[src/rtl/pb_cmd_decoder.sv]
module pb_cmd_decoder #(
  parameter int MW   = 13,
  parameter int SW   = 3,
  parameter int EW   = 8,
  parameter int NRES = 64
) (
  input  logic          clk,
  input  logic          rst_n,
  input  logic          in_valid,
  output logic          in_ready,
  input  logic [31:0]   in_data,
  output logic          wr_valid,
  input  logic          wr_ready,
  output logic [MW-1:0] wr_method,
  output logic [SW-1:0] wr_subch,
  output logic [31:0]   wr_data,
  output logic [28-MW-SW:0] wr_remain,
  output logic [EW-1:0] wr_engine,
  output logic          err_special,
  output logic          err_mode
);
  localparam int CW   = 29 - MW - SW;
  localparam int NSUB = 1 << SW;

  logic          busy;
  logic [MW-1:0] h_meth;
  logic [SW-1:0] h_sub;
  logic [CW-1:0] h_cnt, idx;
  logic [2:0]    h_mode;
  logic [EW-1:0] bind_tab [NSUB];

  wire          accept  = in_valid && in_ready;
  wire [MW-1:0] hd_meth = in_data[MW-1:0];
  wire [SW-1:0] hd_sub  = in_data[MW+SW-1:MW];
  wire [CW-1:0] hd_cnt  = in_data[28:MW+SW];
  wire [2:0]    hd_mode = in_data[31:29];

  assign in_ready = !wr_valid || wr_ready;

  logic          iss;
  logic [MW-1:0] i_meth;
  logic [SW-1:0] i_sub;
  logic [31:0]   i_data;
  logic [CW-1:0] i_rem;

  always_comb begin
    iss    = 1'b0;
    i_meth = hd_meth;
    i_sub  = hd_sub;
    i_data = 32'(hd_cnt);
    i_rem  = '0;
    if (accept) begin
      if (!busy) begin
        iss = (hd_mode == 3'd4);
      end else begin
        iss    = 1'b1;
        i_sub  = h_sub;
        i_data = in_data;
        i_rem  = h_cnt - idx - CW'(1);
        case (h_mode)
          3'd0, 3'd1: i_meth = h_meth + MW'(idx);
          3'd5:       i_meth = (idx == '0) ? h_meth : h_meth + MW'(1);
          default:    i_meth = h_meth;
        endcase
      end
    end
  end

  wire is_bind = iss && (i_meth == '0);
  wire is_res  = iss && (i_meth != '0) && (i_meth < MW'(NRES));
  wire is_wr   = iss && (i_meth >= MW'(NRES));

  always_ff @(posedge clk) begin
    if (!rst_n) begin
      busy        <= 1'b0;
      idx         <= '0;
      h_meth      <= '0;
      h_sub       <= '0;
      h_cnt       <= '0;
      h_mode      <= '0;
      wr_valid    <= 1'b0;
      wr_method   <= '0;
      wr_subch    <= '0;
      wr_data     <= '0;
      wr_remain   <= '0;
      wr_engine   <= '0;
      err_special <= 1'b0;
      err_mode    <= 1'b0;
      for (int s = 0; s < NSUB; s++) bind_tab[s] <= '0;
    end else begin
      err_special <= is_res;
      err_mode    <= 1'b0;
      if (is_wr) begin
        wr_valid  <= 1'b1;
        wr_method <= i_meth;
        wr_subch  <= i_sub;
        wr_data   <= i_data;
        wr_remain <= i_rem;
        wr_engine <= bind_tab[i_sub];
      end else if (wr_ready) begin
        wr_valid <= 1'b0;
      end
      if (is_bind) bind_tab[i_sub] <= i_data[EW-1:0];
      if (accept) begin
        if (!busy) begin
          h_meth <= hd_meth;
          h_sub  <= hd_sub;
          h_cnt  <= hd_cnt;
          h_mode <= hd_mode;
          idx    <= '0;
          if (hd_mode > 3'd5 || (hd_mode == 3'd5 && hd_cnt == '0))
            err_mode <= 1'b1;
          else if (hd_mode != 3'd4 && hd_cnt != '0)
            busy <= 1'b1;
        end else begin
          idx <= idx + CW'(1);
          if (idx == h_cnt - CW'(1)) busy <= 1'b0;
        end
      end
    end
  end

  AST_HOLD_STABLE: assert property (@(posedge clk) disable iff (!rst_n)
    wr_valid && !wr_ready |=> wr_valid && $stable(wr_method) && $stable(wr_data)
      && $stable(wr_remain) && $stable(wr_subch) && $stable(wr_engine));
  AST_STALL_INPUT: assert property (@(posedge clk) disable iff (!rst_n)
    wr_valid && !wr_ready |-> !in_ready);
  AST_NO_LOW_METHOD: assert property (@(posedge clk) disable iff (!rst_n)
    wr_valid |-> wr_method >= MW'(NRES));
  AST_ENGINE_BOUND: assert property (@(posedge clk) disable iff (!rst_n)
    wr_valid |-> wr_engine == bind_tab[wr_subch]);
  AST_SPECIAL_DROPPED: assert property (@(posedge clk) disable iff (!rst_n)
    err_special |-> !wr_valid);
endmodule

[config.mk]
export PLATFORM = sky130hd
export DESIGN_NAME = pb_cmd_decoder
export DESIGN_NICKNAME = d
export VERILOG_FILES = /design/src/rtl/pb_cmd_decoder.sv
export SDC_FILE = /design/constraint.sdc
export NUM_CORES = 1
export LEC_CHECK = 0
export ABC_CLOCK_PERIOD_IN_PS = 6700
export CORE_UTILIZATION = 55
export DETAILED_ROUTE_END_ITERATION = 8
export PLACE_DENSITY = 0.82
export SYNTH_ARGS = -nofsm -noshare
export SYNTH_HDL_FRONTEND = slang
export SYNTH_SLANG_ARGS = --single-unit
[constraint.sdc]
create_clock -name clk -period 6.7 [get_ports clk]
set_clock_uncertainty 0.1 [all_clocks]
set_input_delay 1.005 -clock clk [delete_from_list [all_inputs] [get_ports clk]]
set_output_delay 1.005 -clock clk [all_outputs]
set_load 0.02 [all_outputs]
; Word-level counts from Yosys, hierarchy flattened
; Memory sizes are Yosys's and may differ from the RTL's. A register that Yosys moved wholly into a read port is not among the register bits.
; Index checks and enable logic that the tools add are counted.
[totals]
n_memories = 1
regBits = 110
ramBits = 64
input_bits = 36
word_cells = 81
output_inout_bits = 73
[memory_table]
columns = memory, words, width, rd, rd_ports_with_merged_regs, wr, line_no
row1 = bind_tab, 8, 8, 1, 1, 8, 30  ; logic [EW-1:0] bind_tab [NSUB];
[classes]
order_cmp = 3
mux = 27
n_eq_ne = 6
addsub = 6
reduce_logical = 22
bitwise_logic = 3
[ops]
columns = op, n
row1 = 2-to-1 mux 13 bit, 6
row2 = 2-to-1 mux 32 bit, 2
row3 = logical NOT 13 bit, 3
row4 = adder 13 x 1 -> 13 bit (second input constant), 2
row5 = one-hot mux 13 bit (2 select lines), 1
row6 = nonzero test 13 bit, 2
row7 = subtractor 13 x 1 -> 13 bit (second input constant), 2
row8 = 2-to-1 mux 1 bit, 14
row9 = adder 13 bit, 1
row10 = == test 13 bit, 1
row11 = >= comparator 13 x 7 -> 1 bit (second input constant), 1
row12 = < comparator 13 x 7 -> 1 bit (second input constant), 1
row13 = subtractor 13 bit, 1
row14 = == test 3 bit (second input constant), 3
row15 = 2-to-1 mux 3 bit, 3
row16 = 2-to-1 mux 8 bit, 1
row17 = OR reduction 8 bit, 1
row18 = logical AND 1 bit, 7
row19 = == test 3 x 1 -> 1 bit (second input constant), 1
row20 = > comparator 3 bit (second input constant), 1
row21 = logical NOT 3 bit, 1
row22 = != test 3 bit (second input constant), 1
row23 = NOT 1 bit, 3
row24 = OR reduction 3 bit, 1
row25 = 5 further kinds, 7

; Longest topological paths before layout
; Gate-level depths: netlist of run 1.
[depth]
ltp_word = 12
depth_mapped = 14
mapped_depth_nobuf = 13

; Least setup slack after synthesis of run 1
; No wires, ideal clock.
[synth_path]
path_type = input to register
start = in wr_ready
end = mem bind_tab[0][0] (enable)
arrival_time_ns = 3.637
required_time_ns = 6.270
n_path_buf = 1
slack_ns = 2.634
setup_ns = 0.330
stages = 8
cell_sequence = nand2b_1 -> nand3_1 -> clkbuf_1 -> o21ai_0 -> or3_1 -> nor4_4 -> nand4_4 -> nand2_1
[synth_lines]
columns = element, line_no
row1 = from (decl), 13  ; input logic wr_ready,
row2 = to (decl), 30

; Worst setup path after layout of run 1
[layout_path]
start = in wr_ready
end = reg wr_remain[3]
[layout_via]
elab_chain_len = 5
elab_cells_between_ends = 7
cone_classes = 1 x order compare / 3 x mux / 3 x reduce/logical
[layout_rtl]
columns = element, line_no
row1 = logical OR 1 bit *, 38  ; assign in_ready = !wr_valid || wr_ready;
row2 = logical AND 1 bit *, 32  ; wire accept = in_valid && in_ready;
row3 = 2-to-1 mux 13 bit, 52  ; if (accept) begin
row4 = >= comparator 13 x 7 -> 1 bit, 71  ; wire is_wr = iss && (i_meth >= MW'(NRES));
row5 = logical AND 1 bit, 71
row6 = to (signal assigned), 98  ; wr_remain <= i_rem;
row7 = to (decl), 17  ; output logic [28-MW-SW:0] wr_remain,
; Mark *: on every way between the ends. The rest lies on a longest branch, timed or not.
; A chain may end at the register's enable or synchronous reset.

==> results of run 1 <==
## state kept, by name, summed over array words and instances, names as in the netlist, 3 cells and up
register	flops
wr_method	13
wr_data	32
bind_tab	64
h_meth	13
h_cnt	13
wr_remain	13
idx	13
h_mode	3
wr_engine	8
h_sub	3
wr_subch	3
## Yosys cell counts, drive strengths merged (25+ instances only)
library cell	n	area, um^2
a22o	59	517
dfxtp	118	2360
clkbuf	33	124
nand2	54	203
a21oi	59	295
xnor2	39	342
edfxtp	64	1920
nand3	25	125
o21ai	41	209
nor2	110	413
mux2i	29	290
ha	28	350
## report_power, final
part | internal (W) | switching, W | leakage, nW
registers | 0.00119 | 0.0000398 | 1.62
logic | 0.000180 | 0.000265 | 2.34
clock network | 0.000503 | 0.000500 | 0.289
total | 0.00187 | 0.000804 | 4.25
## final timing paths
kind,startpoint,endpoint,cells past startpoint
setup / recovery,wr_ready,wr_remain[3],11
hold / removal,wr_method[9],wr_method[9],1
setup reg to reg,idx[1],wr_remain[3],12
hold reg to reg,wr_method[9],wr_method[9],1
## final cells by class
cell class,count,area (um^2),share of cell area (%)
sequential,182,4280,38.1
inverter,23,86.3,0.768
clock inverter,15,173,1.54
tap,220,275,2.45
clock buffer,17,425,3.78
multi-input combinational,659,4830,43.0
timing repair buffer,120,1170,10.4
## metrics by stage
| stage | std cells | hold WS, ps |
|---|---|---|
| floorplan | 910 | 371 |
| global placement | 1204 | 349 |
| detailed placement | 1204 | 357 |
| CTS | 1236 | 375 |
| global route | 1236 | 386 |
| finish | 1236 | 372 |
## critical path, cell delays in order
cell             delay (ps)
clkdlybuf4s50_1         440
nand2b_1                220
nand3_1                 730
a2111oi_0               600
o211ai_1                150
o311ai_1                180
o211a_1                 260
nand3_2                  70
buf_4                   320
a21oi_4                 910
a22o_1                  280
## cells by family after synthesis
logic type,share of synthesized area (%)
fa+ha+maj,4.17
buf+inv,3.01
simple gates,16.3
mux,7.19
xor+xnor,4.77
flops,45.8
compound gates,18.8
## metal layers
metal  up-vias  GRT usage, %
met5         -             0
met4         0          15.4
met3        73          5.48
met2       382          52.8
met1      3859          39.6
li1       3633             -
==> flow_metrics.py, run 1 <==
metrics = {
    "flow_run": {
        "drv_cap": 0,
    },
    "detailed_routing": {
        "wl_met1_um": 11000,
        "dr_wl_met2_um": 13300,
        "top_layer": "met4",
        "routed_wirelength_um": 27500,
        "drt_pass1_iterations": 6,
        "drc": 0,
        "met3_length_um": 2090,
        "num_vias": 7947,
        "viasPerCell": 6.43,
        "drt_iter0_drc": 703,
        "wl_per_cell_um": 22.3,
        "ant_nets": 0,
    },
    "synth": {
        "synth_cell_types": 70,
        "synth_edf_count": 64,
        "syn_area_um2": 9360,
        "ys.flop_type": "dfxtp_1",
        "yosysSeqAreaShare_pct": 45.8,
        "synthArstFlopShare_pct": 0,
        "synth_fp_nets": 976,
        "synth-seq-cells": 182,
        "syn_inst": 910,
        "yosys_warnings": 0,
        "syn_avg_cell_area_um2": 10.3,
    },
    "floorplan": {
        "coreArea_um2": 16600,
        "fp-row-count": 47,
        "die_w_um": 132,
        "io_pins": 109,
        "die_h_um": 132,
        "die_area_um2": 17500,
        "start_util_pct": 56.5,
    },
    "setup_path": {
        "critical_path_class": "in2reg",
        "critical_path_arrival_ps": 5210,
        "crit_required_ps": 6980,
        "start_kind": "input port",
        "reg2reg_slack_ps": 2120,
        "cp_max_fo": 60,
        "end_kind": "flip-flop",
    },
    "cells_and_area": {
        "mostFrequentLayoutCells": "dfxtp_1 (118), nor2_1 (108), clkdlybuf4s50_1 (108), edfxtp_1 (64), a22o_1 (59)",
        "layout_commonest_cell": "dfxtp_1",
        "nFillCells": 1276,
        "postLayoutCoreUtil_pct": 67.8,
        "final_area_um2": 11200,
        "num_antenna_cells": 0,
        "layout.nets": 1069,
        "synthToLayoutAreaGrowth_pct": 20.2,
        "drive_gt1_share_pct": 8.86,
    },
    "sta": {
        "hold_viol_final": 0,
        "setup_violations": 0,
        "setup_slack_ps": 1770,
        "max-slew-margin-rel_pct": 12.4,
        "slew_viol_final": 0,
        "rsz0062_at_grt": "no",
        "post-route-period-util_pct": 73.6,
        "max_freq_ghz": 0.203,
        "tightest_slew_ps": 1280,
        "final.min_clock_period_ps": 4930,
        "fin_setup_tns_ps": 0,
    },
    "grt": {
        "grt_remaining_overflow": 0,
        "track_usage_pct": 31.6,
        "grt_pass1_wl_um": 41800,
        "grt_max_degree": 61,
        "grt_pass1_vias": 7464,
        "antenna_found_initial": 0,
    },
    "place": {
        "place_area_um2": 10700,
        "dp_slack_ps": 1380,
        "hpwl_um": 19600,
        "io_buffers": 108,
        "gp_congestion": 0.963,
    },
    "cts": {
        "cts_max_path_buffers": 2,
        "clkLatencyLatePin_ps": 440,
        "cts_resized": 0,
        "cts_made_buffers": 17,
        "numClockSinks": 182,
        "cts-root-buf": "clkbuf_16",
        "holdBufCountCts": 0,
        "post_cts_buffers": 0,
        "cts.clk_slew.worst_paths_ps": 80,
        "htreeDepth": 4,
        "cts_tree": "yes",
    },
    "power_and_ir_drop": {
        "ir_drop_v": 0.000196,
        "p_total_w": 0.00267,
        "p_leak_nw": 4.25,
        "powerDensity_nw_per_um2": 238,
    },
    "min_path": {
        "hp-class": "reg2reg",
    },
    "run_status": {
        "status": "finished clean",
    },
}
Power figures use the tool's default switching activity.
==> run 2: changes to the inputs <==
ABC_CLOCK_PERIOD_IN_PS = 4270   (was 6700)
CORE_UTILIZATION = 51   (was 55)
PLACE_DENSITY = 0.8   (was 0.82)
clock period = 4.27 ns   (was 6.7 ns; I/O delays follow)
==> run 2 against run 1 <==
Net effect: via count grew 0.31%; critical endpoint is now bind_tab[3][4]; critical path type is now reg2reg; largest cell class unchanged; highest routed layer is now met5; count of clock-buffer cells in the layout is the same; sequential power grew 56%; sequential share of layout area shrank 0.72 points; register-to-register slack lost 1900 ps; worst hold slack lost 12 ps; largest power group unchanged; non-clock buffer count grew 26.
==> flow_metrics.py, run 2 (same netlist as run 1, synthesis figures left out) <==
metrics = {
    "detailed_routing": {
        "drt_pass1_iterations": 5,
        "ant_nets": 0,
        "routed_wirelength_um": 27700,
        "drc": 0,
        "drt_iter0_drc": 873,
        "wl_per_cell_um": 21.8,
        "viasPerCell": 6.27,
        "num_vias": 7972,
    },
    "sta": {
        "setup_slack_ps": 217,
        "rsz0062_at_grt": "no",
        "setup_violations": 0,
        "hold_viol_final": 0,
        "slew_viol_final": 0,
        "max-slew-margin-rel_pct": 41.2,
        "post-route-period-util_pct": 94.9,
        "holdWs_ps": 361,
        "max_freq_ghz": 0.247,
        "tightest_slew_ps": 877,
        "final.min_clock_period_ps": 4050,
        "fin_setup_tns_ps": 0,
    },
    "cells_and_area": {
        "nFillCells": 1433,
        "synthToLayoutAreaGrowth_pct": 22.5,
        "top_register": "bind_tab",
        "largest_reg_flops": 64,
        "layout.nets": 1095,
        "top_regs": "bind_tab (64), wr_data (32)",
        "num_antenna_cells": 0,
        "layout_commonest_cell": "dfxtp_1",
        "drive_gt1_share_pct": 11.5,
        "mostFrequentLayoutCells": "dfxtp_1 (118), nor2_1 (108), clkdlybuf4s50_1 (108), edfxtp_1 (64), a22o_1 (59)",
        "multiInputGateArea_um2": 4850,
        "seq_area_um2": 4280,
        "final_area_um2": 11500,
    },
    "grt": {
        "track_usage_pct": 29.6,
        "grt_pass1_vias": 7321,
        "antenna_found_initial": 1,
        "grt_pass1_wl_um": 41200,
        "grt_remaining_overflow": 0,
        "grt_max_degree": 58,
    },
    "setup_path": {
        "end_kind": "flip-flop",
        "critPathTopFamily": "simple AND/OR/NAND/NOR gates",
        "cpPeakStageDelay_ps": 440,
        "start_kind": "flip-flop",
        "critPathBufInv": 2,
        "cp_slowest_cell": "dfxtp_1",
        "crit_required_ps": 4280,
        "r2r_start": "h_meth[0]",
        "critical_path_class": "reg2reg",
        "critical_path_arrival_ps": 4070,
        "crit_path_cell_trace": "ha_1 > inv_1 > fa_1 > nor2b_1 > o31a_1 > o21ai_1 > xnor2_1 > a21oi_1 > a31oi_1 > nor4_4 > buf_4 > nand4b_4 > nand2_1",
        "crit_path_start": "h_meth[0]",
        "cp_max_fo": 9,
    },
    "cts": {
        "clkLatencyLatePin_ps": 440,
        "cts_made_buffers": 17,
        "cts-root-buf": "clkbuf_16",
        "post_cts_buffers": 0,
        "numClockSinks": 182,
        "cts_tree": "yes",
        "cts_max_path_buffers": 2,
        "cts.clk_slew.worst_paths_ps": 90,
        "htreeDepth": 4,
    },
    "min_path": {
        "hp-class": "reg2reg",
        "min-delay-start": "wr_method[11]",
    },
    "floorplan": {
        "coreArea_um2": 18000,
        "fp-row-count": 49,
        "die_w_um": 137,
        "die_area_um2": 18900,
        "io_pins": 109,
        "start_util_pct": 52.1,
        "die_h_um": 137,
    },
    "power_and_ir_drop": {
        "powerDensity_nw_per_um2": 367,
        "p_leak_nw": 4.37,
        "ir_drop_v": 0.000280,
    },
    "flow_run": {
        "drv_cap": 0,
    },
    "place": {
        "gp_congestion": 1.02,
        "dp_slack_ps": 215,
        "io_buffers": 108,
        "hpwl_um": 20200,
        "place_area_um2": 10800,
    },
    "run_status": {
        "status": "finished clean",
    },
}
-- run 2: worst paths after layout --
check                   end  cells past startpoint  slack, ps
max          bind_tab[3][4]                     13        220
min           wr_method[11]                      1        360
max reg2reg  bind_tab[3][4]                     13        220
min reg2reg   wr_method[11]                      1        360
-- run 2: timing repair --
action | 4_1_cts | 5_1_grt
setup endpoints to repair | 0 | 64
hold buffers | 0 | 0
resized for setup | 0 | 6
-- run 2: report_power, final --
group	switching (W)	leakage, nW	internal [W]
logic	0.000422	2.46	0.000298
registers	0.0000593	1.62	0.00186
clock network	0.000775	0.291	0.000790
total	0.00126	4.37	0.00295
-- run 2: final cells by class --
cell class,count,share of cell area (%)
flip-flops and latches,182,37.4
clock inverters,15,1.47
clock buffers,17,3.71
multi-input cells,659,42.3
repair buffers,146,11.9
inverters,23,0.753
well taps,229,2.50
-- run 2: per-layer routing --
layer | up-vias | part of all wire (%) | global-route usage (%) | wire length [um]
met5 | - | 0.047 | 0 | 13
met4 | 2 | 2.9 | 11.9 | 812
met3 | 67 | 8.6 | 5.04 | 2380
met2 | 392 | 48 | 48.5 | 13400
met1 | 3826 | 40 | 38.8 | 11100
li1 | 3685 | - | - | -
-- run 2: stage by stage --
stage / util, % / total power (W) / instances
CTS: 63.7 / 0.00420 / 1271
global placement: 60.4 / 0.00265 / 1239
detailed placement: 60.4 / 0.00266 / 1239
finish: 63.8 / 0.00421 / 1271
floorplan: - / 0.00238 / 910
global route: 63.8 / 0.00434 / 1271
